## config.mk

```make
export PLATFORM = sky130hd
export DESIGN_NAME = i2ct_target
export DESIGN_NICKNAME = d
export VERILOG_FILES = /design/src/rtl/i2ct_pkg.sv /design/src/rtl/i2ct_filter.sv /design/src/rtl/i2ct_regbank.sv /design/src/rtl/i2ct_engine.sv /design/src/rtl/i2ct_target.sv
export SDC_FILE = /design/constraint.sdc
export NUM_CORES = 1
export LEC_CHECK = 0
export BUFFER_PORTS_ARGS = -buffer_cell sky130_fd_sc_hd__buf_2
export CORE_MARGIN = 4
export CORE_UTILIZATION = 40
export CTS_CLUSTER_SIZE = 20
export DETAILED_ROUTE_END_ITERATION = 10
export PLACE_DENSITY = 0.52
export RECOVER_POWER = 50
export SYNTH_ARGS = -nofsm -noshare
export SYNTH_HDL_FRONTEND = slang
export SYNTH_HIERARCHICAL = 1
export SYNTH_SLANG_ARGS = --single-unit
```

## constraint.sdc

```tcl
create_clock -name clk -period 2.88 [get_ports clk]
set_input_delay 0.288 -clock clk [delete_from_list [all_inputs] [get_ports clk]]
set_output_delay 0.288 -clock clk [all_outputs]
set_load 0.03 [all_outputs]
```

## src/rtl/i2ct_pkg.sv

```systemverilog
`timescale 1ns/1ps
package i2ct_pkg;
    localparam int BYTE_W = 8;
    localparam logic [3:0] ID_PREFIX = 4'b1010;

    typedef logic [BYTE_W-1:0] byte_t;

    typedef enum logic [2:0] {
        PH_IDLE,
        PH_ID,
        PH_ADDR,
        PH_WR,
        PH_RD,
        PH_SKIP
    } phase_e;

    typedef struct packed {
        logic  we;
        byte_t addr;
        byte_t data;
    } wr_req_t;

    function automatic logic id_match(input byte_t b, input logic [2:0] strap);
        return b[7:1] == {ID_PREFIX, strap};
    endfunction
endpackage

```

## src/rtl/i2ct_filter.sv

```systemverilog
`timescale 1ns/1ps
module i2ct_filter #(
    parameter int FILT_CYCLES = 10
) (
    input  logic clk,
    input  logic rst,
    input  logic raw_i,
    output logic filt_o
);
    localparam int CW = $clog2(FILT_CYCLES + 1);
    localparam logic [CW-1:0] CNT_LAST = CW'(FILT_CYCLES - 1);

    logic          sync1, sync2, level_q;
    logic [CW-1:0] cnt;

    always_ff @(posedge clk) begin
        if (rst) begin
            sync1   <= 1'b1;
            sync2   <= 1'b1;
            level_q <= 1'b1;
            cnt     <= '0;
        end else begin
            sync1 <= raw_i;
            sync2 <= sync1;
            if (sync2 == level_q) begin
                cnt <= '0;
            end else if (cnt == CNT_LAST) begin
                level_q <= sync2;
                cnt     <= '0;
            end else begin
                cnt <= cnt + 1'b1;
            end
        end
    end

    assign filt_o = level_q;

    // an accepted level was already present in the synchroniser one and two cycles earlier
    assert_filter_hold_R1: assert property (@(posedge clk) disable iff (rst)
        !$stable(level_q) |-> ($past(sync2) == level_q) && ($past(sync1, 2) == level_q));
endmodule

```

## src/rtl/i2ct_regbank.sv

```systemverilog
`timescale 1ns/1ps
module i2ct_regbank
    import i2ct_pkg::*;
#(
    parameter int    NUM_REGS    = 2,
    parameter byte_t RESET_VALUE = 8'h40
) (
    input  logic                    clk,
    input  logic                    rst,
    input  wr_req_t                 req,
    input  byte_t                   rd_addr,
    output byte_t                   rd_data,
    output logic [NUM_REGS*8-1:0]   regs_o
);
    localparam int AW = (NUM_REGS > 1) ? $clog2(NUM_REGS) : 1;

    byte_t regs [NUM_REGS];
    logic  wr_hit, rd_hit;

    assign wr_hit = req.we && (int'(req.addr) < NUM_REGS);
    assign rd_hit = int'(rd_addr) < NUM_REGS;

    always_ff @(posedge clk) begin
        if (rst) begin
            for (int i = 0; i < NUM_REGS; i++) regs[i] <= RESET_VALUE;
        end else if (wr_hit) begin
            regs[req.addr[AW-1:0]] <= req.data;
        end
    end

    assign rd_data = rd_hit ? regs[rd_addr[AW-1:0]] : '0;

    for (genvar g = 0; g < NUM_REGS; g++) begin : g_flat
        assign regs_o[8*g +: 8] = regs[g];
    end

    // a mapped write request is visible in the register one cycle later
    assert_write_lands_R4: assert property (@(posedge clk) disable iff (rst)
        wr_hit |=> regs[$past(req.addr[AW-1:0])] == $past(req.data));

    // a write to an unmapped address leaves every register unchanged
    assert_unmapped_quiet_R8: assert property (@(posedge clk) disable iff (rst)
        (req.we && !wr_hit) |=> $stable(regs_o));
endmodule

```

## src/rtl/i2ct_engine.sv

```systemverilog
`timescale 1ns/1ps
module i2ct_engine
    import i2ct_pkg::*;
(
    input  logic        clk,
    input  logic        rst,
    input  logic        scl_f,
    input  logic        sda_f,
    input  logic [2:0]  strap,
    input  byte_t       rd_data,
    output byte_t       rd_addr,
    output wr_req_t     wr,
    output logic        sda_pull
);
    logic   scl_q, sda_q;
    logic   start_ev, stop_ev, rise_ev, fall_ev;
    phase_e phase;
    logic [3:0] bitcnt;
    byte_t  shreg, ptr, tx;

    // bus conditions need SCL high both before and after the SDA step
    assign start_ev = scl_f && scl_q && sda_q && !sda_f;
    assign stop_ev  = scl_f && scl_q && !sda_q && sda_f;
    assign rise_ev  = scl_f && !scl_q;
    assign fall_ev  = !scl_f && scl_q;

    always_ff @(posedge clk) begin
        if (rst) begin
            scl_q    <= 1'b1;
            sda_q    <= 1'b1;
            phase    <= PH_IDLE;
            bitcnt   <= '0;
            shreg    <= '0;
            ptr      <= '0;
            tx       <= '0;
            wr       <= '0;
            sda_pull <= 1'b0;
        end else begin
            scl_q <= scl_f;
            sda_q <= sda_f;
            wr.we <= 1'b0;
            if (start_ev) begin
                phase    <= PH_ID;
                bitcnt   <= '0;
                sda_pull <= 1'b0;
            end else if (stop_ev) begin
                phase    <= PH_IDLE;
                bitcnt   <= '0;
                sda_pull <= 1'b0;
            end else if (phase != PH_IDLE) begin
                if (rise_ev) begin
                    if (bitcnt != 4'd8) begin
                        shreg  <= {shreg[6:0], sda_f};
                        bitcnt <= bitcnt + 4'd1;
                    end else begin
                        bitcnt <= '0;
                        case (phase)
                            PH_ID:   phase <= id_match(shreg, strap) ?
                                              (shreg[0] ? PH_RD : PH_ADDR) : PH_SKIP;
                            PH_ADDR: begin
                                ptr   <= shreg;
                                phase <= PH_WR;
                            end
                            PH_WR: begin
                                wr  <= '{we: 1'b1, addr: ptr, data: shreg};
                                ptr <= ptr + 8'd1;
                            end
                            PH_RD: begin
                                if (sda_f) phase <= PH_SKIP;
                                else       ptr   <= ptr + 8'd1;
                            end
                            default: ;
                        endcase
                    end
                end else if (fall_ev) begin
                    if (bitcnt == 4'd8) begin
                        sda_pull <= (phase == PH_ADDR) || (phase == PH_WR) ||
                                    ((phase == PH_ID) && id_match(shreg, strap));
                    end else if (bitcnt == 4'd0) begin
                        if (phase == PH_RD) begin
                            tx       <= rd_data;
                            sda_pull <= !rd_data[7];
                        end else begin
                            sda_pull <= 1'b0;
                        end
                    end else if (phase == PH_RD) begin
                        tx       <= {tx[6:0], 1'b0};
                        sda_pull <= !tx[6];
                    end
                end
            end
        end
    end

    assign rd_addr = ptr;

    // at most one bus event per cycle; a simultaneous SCL rise wins over START/STOP
    assert_one_event_R11: assert property (@(posedge clk) disable iff (rst)
        $onehot0({start_ev, stop_ev, rise_ev, fall_ev}));

    // STOP always leaves SDA released
    assert_stop_release_R10: assert property (@(posedge clk) disable iff (rst)
        stop_ev |=> !sda_pull);

    // a register write is issued only from the write phase on an SCL rise
    assert_strobe_in_write_R4: assert property (@(posedge clk) disable iff (rst)
        wr.we |-> ($past(phase) == PH_WR) && $past(rise_ev));

    // the SDA drive changes only after an SCL fall or a bus condition
    assert_drive_on_fall_R6: assert property (@(posedge clk) disable iff (rst)
        !$stable(sda_pull) |-> $past(fall_ev || start_ev || stop_ev));

    // a rejected or finished transfer keeps SDA released
    assert_skip_silent_R2: assert property (@(posedge clk) disable iff (rst)
        (phase == PH_SKIP || phase == PH_IDLE) |-> !sda_pull);
endmodule

```

## src/rtl/i2ct_target.sv

```systemverilog
`timescale 1ns/1ps
module i2ct_target
    import i2ct_pkg::*;
#(
    parameter int    NUM_REGS    = 2,
    parameter int    FILT_CYCLES = 10,
    parameter byte_t RESET_VALUE = 8'h40
) (
    input  logic                  clk,
    input  logic                  rst,
    input  logic                  scl_i,
    input  logic                  sda_i,
    input  logic [2:0]            strap_i,
    output logic                  sda_pull_o,
    output logic [NUM_REGS*8-1:0] regs_o
);
    localparam int LINES = 2;

    logic [LINES-1:0] raw, filt;
    wr_req_t          wr;
    byte_t            rd_addr, rd_data;

    assign raw = {sda_i, scl_i};

    for (genvar g = 0; g < LINES; g++) begin : g_line
        i2ct_filter #(.FILT_CYCLES(FILT_CYCLES)) u_filt (
            .clk    (clk),
            .rst    (rst),
            .raw_i  (raw[g]),
            .filt_o (filt[g])
        );
    end

    i2ct_engine u_engine (
        .clk      (clk),
        .rst      (rst),
        .scl_f    (filt[0]),
        .sda_f    (filt[1]),
        .strap    (strap_i),
        .rd_data  (rd_data),
        .rd_addr  (rd_addr),
        .wr       (wr),
        .sda_pull (sda_pull_o)
    );

    i2ct_regbank #(.NUM_REGS(NUM_REGS), .RESET_VALUE(RESET_VALUE)) u_bank (
        .clk     (clk),
        .rst     (rst),
        .req     (wr),
        .rd_addr (rd_addr),
        .rd_data (rd_data),
        .regs_o  (regs_o)
    );
endmodule

```

==> summary.md <==
| Metric | Value |
|---|---|
| Nets | 425 |
| RSZ-0062 raised after global routing | false |
| Final hold vios | 0 |
| Post-DRT Antenna Nets | 0 |
| Synth area leaders | dfxtp_1, edfxtp_1, mux2i_1 |
| Post-CTS resize count | 0 |
| Outcome | completed |
| Final instance area | 4090 µm² |
| Via/cell ratio | 5.20 |
| Final wirelength | 7.96 mm |
| Starting density of the core | 40.9% |
| IO Port Bufs | 23 |
| Worst Hold Slack | 113 ps |
| Height of the die | 105 µm |
| H-tree depth | 3 |
| GR Overflow Total | 0 |
| Final Max Slew Viols | 0 |
| Post-synthesis instance total | 393 |
| Max stage delay on crit path | 490 ps |
| Final setup viols | 0 |
| Worst Path Arrival | 2630 ps |
| Min cycle time layout | 2350 ps |
| Routed WL per cell | 15.1 µm |
| Area post-placement | 3940 µm² |
| Yosys top cell area share | 34.2% |
| Cell Rows | 35 |
| Unique masters post-synth | 56 |
| Fillers | 901 |
| Leak Pwr | 1.36 nW |
| Async SR Flop Fraction | 0% |
| Yosys reg bits | 80 |
| Worst-path clk slew | 80 ps |
| Syn nets | 407 |
| Hold WC Path Type | in2reg |
| First-pass GRT wire length | 13.4 mm |
| Ys flop type | dfxtp_1 |
| Detailed Route Iter0 Violations | 117 |
| # IOs | 24 |
| Worst IR Drop VDD | 0.000203 V |
| GRT Total Usage | 15.3% |
| Crit Path Class | reg2reg |
| Slowest CP cell | nor2_1 |
| Overall power | 2.07 mW |
| Final Cycle Share | 81.7% |
| Layout area overhead | 9.40% |
| CP Launch Type | flop |
| EDFF count, synth | 16 |
| Area leader, netlist | dfxtp_1 |
| F_max | 425 MHz |
| Max-cap viol count | 0 |
| Seq/Total Area, Yosys | 47.1% |
| Antenna violations before repair | 0 |
| CORE AREA | 9150 µm² |
| Die X | 105 µm |
| Avg Inst Size Synth | 9.52 µm² |
| Final Skew | 12.6 ps |
| Layout cells sized above 1 | 10.3% |
| Crit-path max FO | 11 |
| TNS Setup | 0 ps |
| CTS tree | yes |
| # clock sinks | 80 |
| Routability cong. | 0.828 |
| Clock buffer depth | 2 |
| Via count | 2739 |
| Antenna diodes | 0 |
| Clock Latency Late Sink | 350 ps |
| Synth top cells by count | dfxtp_1, nor2_1, mux2i_1, nand2_1, inv_1 |
| Slew @ Worst Pin | 705 ps |
| CTS Root Cell | clkbuf_8 |
| Drt pass-1 iters | 4 |
| Synthesized area | 3740 µm² |
| Pin count of the biggest net entering global routing | 53 |
| Crit end category | flop |
| Power Density | 506 nW/µm² |
| Hpwl dp | 5.54 mm |
| Hold_buf cts | 0 |
| CP Cell Sequence | inv_1 > ha_1 > nand2b_1 > nor2_1 > nand3_1 > or3_1 > a31oi_1 |
| Inserted Clock Buffers | 9 |
| Vias in the first global route | 2529 |
| Most common cell in the netlist | dfxtp_1 |
| Setup bufs post-CTS | 0 |
| Yosys warns | 6 |
| Remaining DRCs | 0 |
| Full die area | 11000 µm² |
| Worst Path Required | 3150 ps |
| Slew headroom | 52.6% |
## stage by stage
| step | worst slack [ps] | util [%] | instances |
|---|---|---|---|
| 6_report | 526 | 44.7 | 527 |
| 5_1_grt | 314 | 44.7 | 527 |
| 4_1_cts | 647 | 45.2 | 527 |
| 3_5_place_dp | 666 | 43.0 | 511 |
| 3_3_place_gp | 670 | 43.0 | 511 |
| 2_1_floorplan | 797 | - | 393 |
## per-layer routing
metal | up-vias | GRT usage, % | wire [µm]
met3 | 12 | 3.21 | 255
met1 | 1245 | 21.8 | 4190
met5 | - | 0 | 0
met4 | 0 | 6.09 | 143
met2 | 38 | 22.7 | 3370
li1 | 1444 | - | -
## kinds of logic after synthesis
logic type / Yosys count / synth area share (%)
AOI/OAI and AO/OA: 61 / 10.6
xor gates and xnor gates: 11 / 2.58
adders and majority gates: 7 / 2.34
buffers and inverters: 42 / 5.02
DFF: 80 / 47.1
muxes: 34 / 9.13
and+or+nand+nor: 158 / 23.2
## registers in the layout (all words and copies together) (netlist names)
name and flops:
g_line.u_filt/cnt 8, u_engine/wr 17, u_engine/tx 7, u_engine/bitcnt 4, u_engine/shreg 8, g_line.u_filt/filt_o 2
u_engine/sda_pull 1, u_engine/rd_addr 8, u_engine/phase 3, u_bank/regs 16, u_engine/sda_q 1, g_line.u_filt/sync1 2
u_engine/scl_q 1, g_line.u_filt/sync2 2
## path summary, 6_finish.rpt
| path | start | end | slack, ps | cells past startpoint |
|---|---|---|---|---|
| hold reg to reg | g_line[0].u_filt/sync1 | g_line[0].u_filt/sync2 | 410 | 1 |
| setup / recovery | u_engine/bitcnt[0] | u_engine/rd_addr[0] | 530 | 7 |
| setup reg to reg | u_engine/bitcnt[0] | u_engine/rd_addr[0] | 530 | 7 |
| hold / removal | scl_i | g_line[0].u_filt/sync1 | 110 | 2 |
## worst max-delay path: cells and delay by family, from the launching register on
family | cells | cell delay [ps]
AND/OR/NAND/NOR | 4 | 1520
adder cells (fa/ha/maj) | 1 | 170
buffers and inverters | 1 | 90
AO/OA/AOI/OAI | 1 | 150
flip-flops | 1 | 330
## where the power goes
group / internal, mW / switching [mW]
sequential: 1.15 / 0.00527
combinational: 0.0182 / 0.0425
clock: 0.448 / 0.406
## cells in the final DEF, fill, tap and decap left out, types with 7 or more instances in the layout
cell      count
a311oi_1      7
nand3_1       9
buf_4         7
nand2_1      25
xnor2_1       9
nor2_1       50
edfxtp_1     16
or2_2         8
a21oi_1      17
inv_1        18
o21ai_0      16
dfxtp_1      64
or3_1         8
nor3_1       12
nor4_1       14
clkbuf_1     21
ha_1          7
mux2i_1      33
clkbuf_8     11
## cell type report
type,instances,area [µm²],area share [%]
Timing Repair Buffer,31,149,3.64
Clock buffer,13,159,3.88
Sequential cell,80,1760,43.0
Clock inverter,3,42.5,1.04
Inverter,18,67.6,1.65
Multi-Input combinational cell,271,1770,43.4
Tap cell,111,139,3.39
No activity file was read; power rests on OpenSTA's default activity.
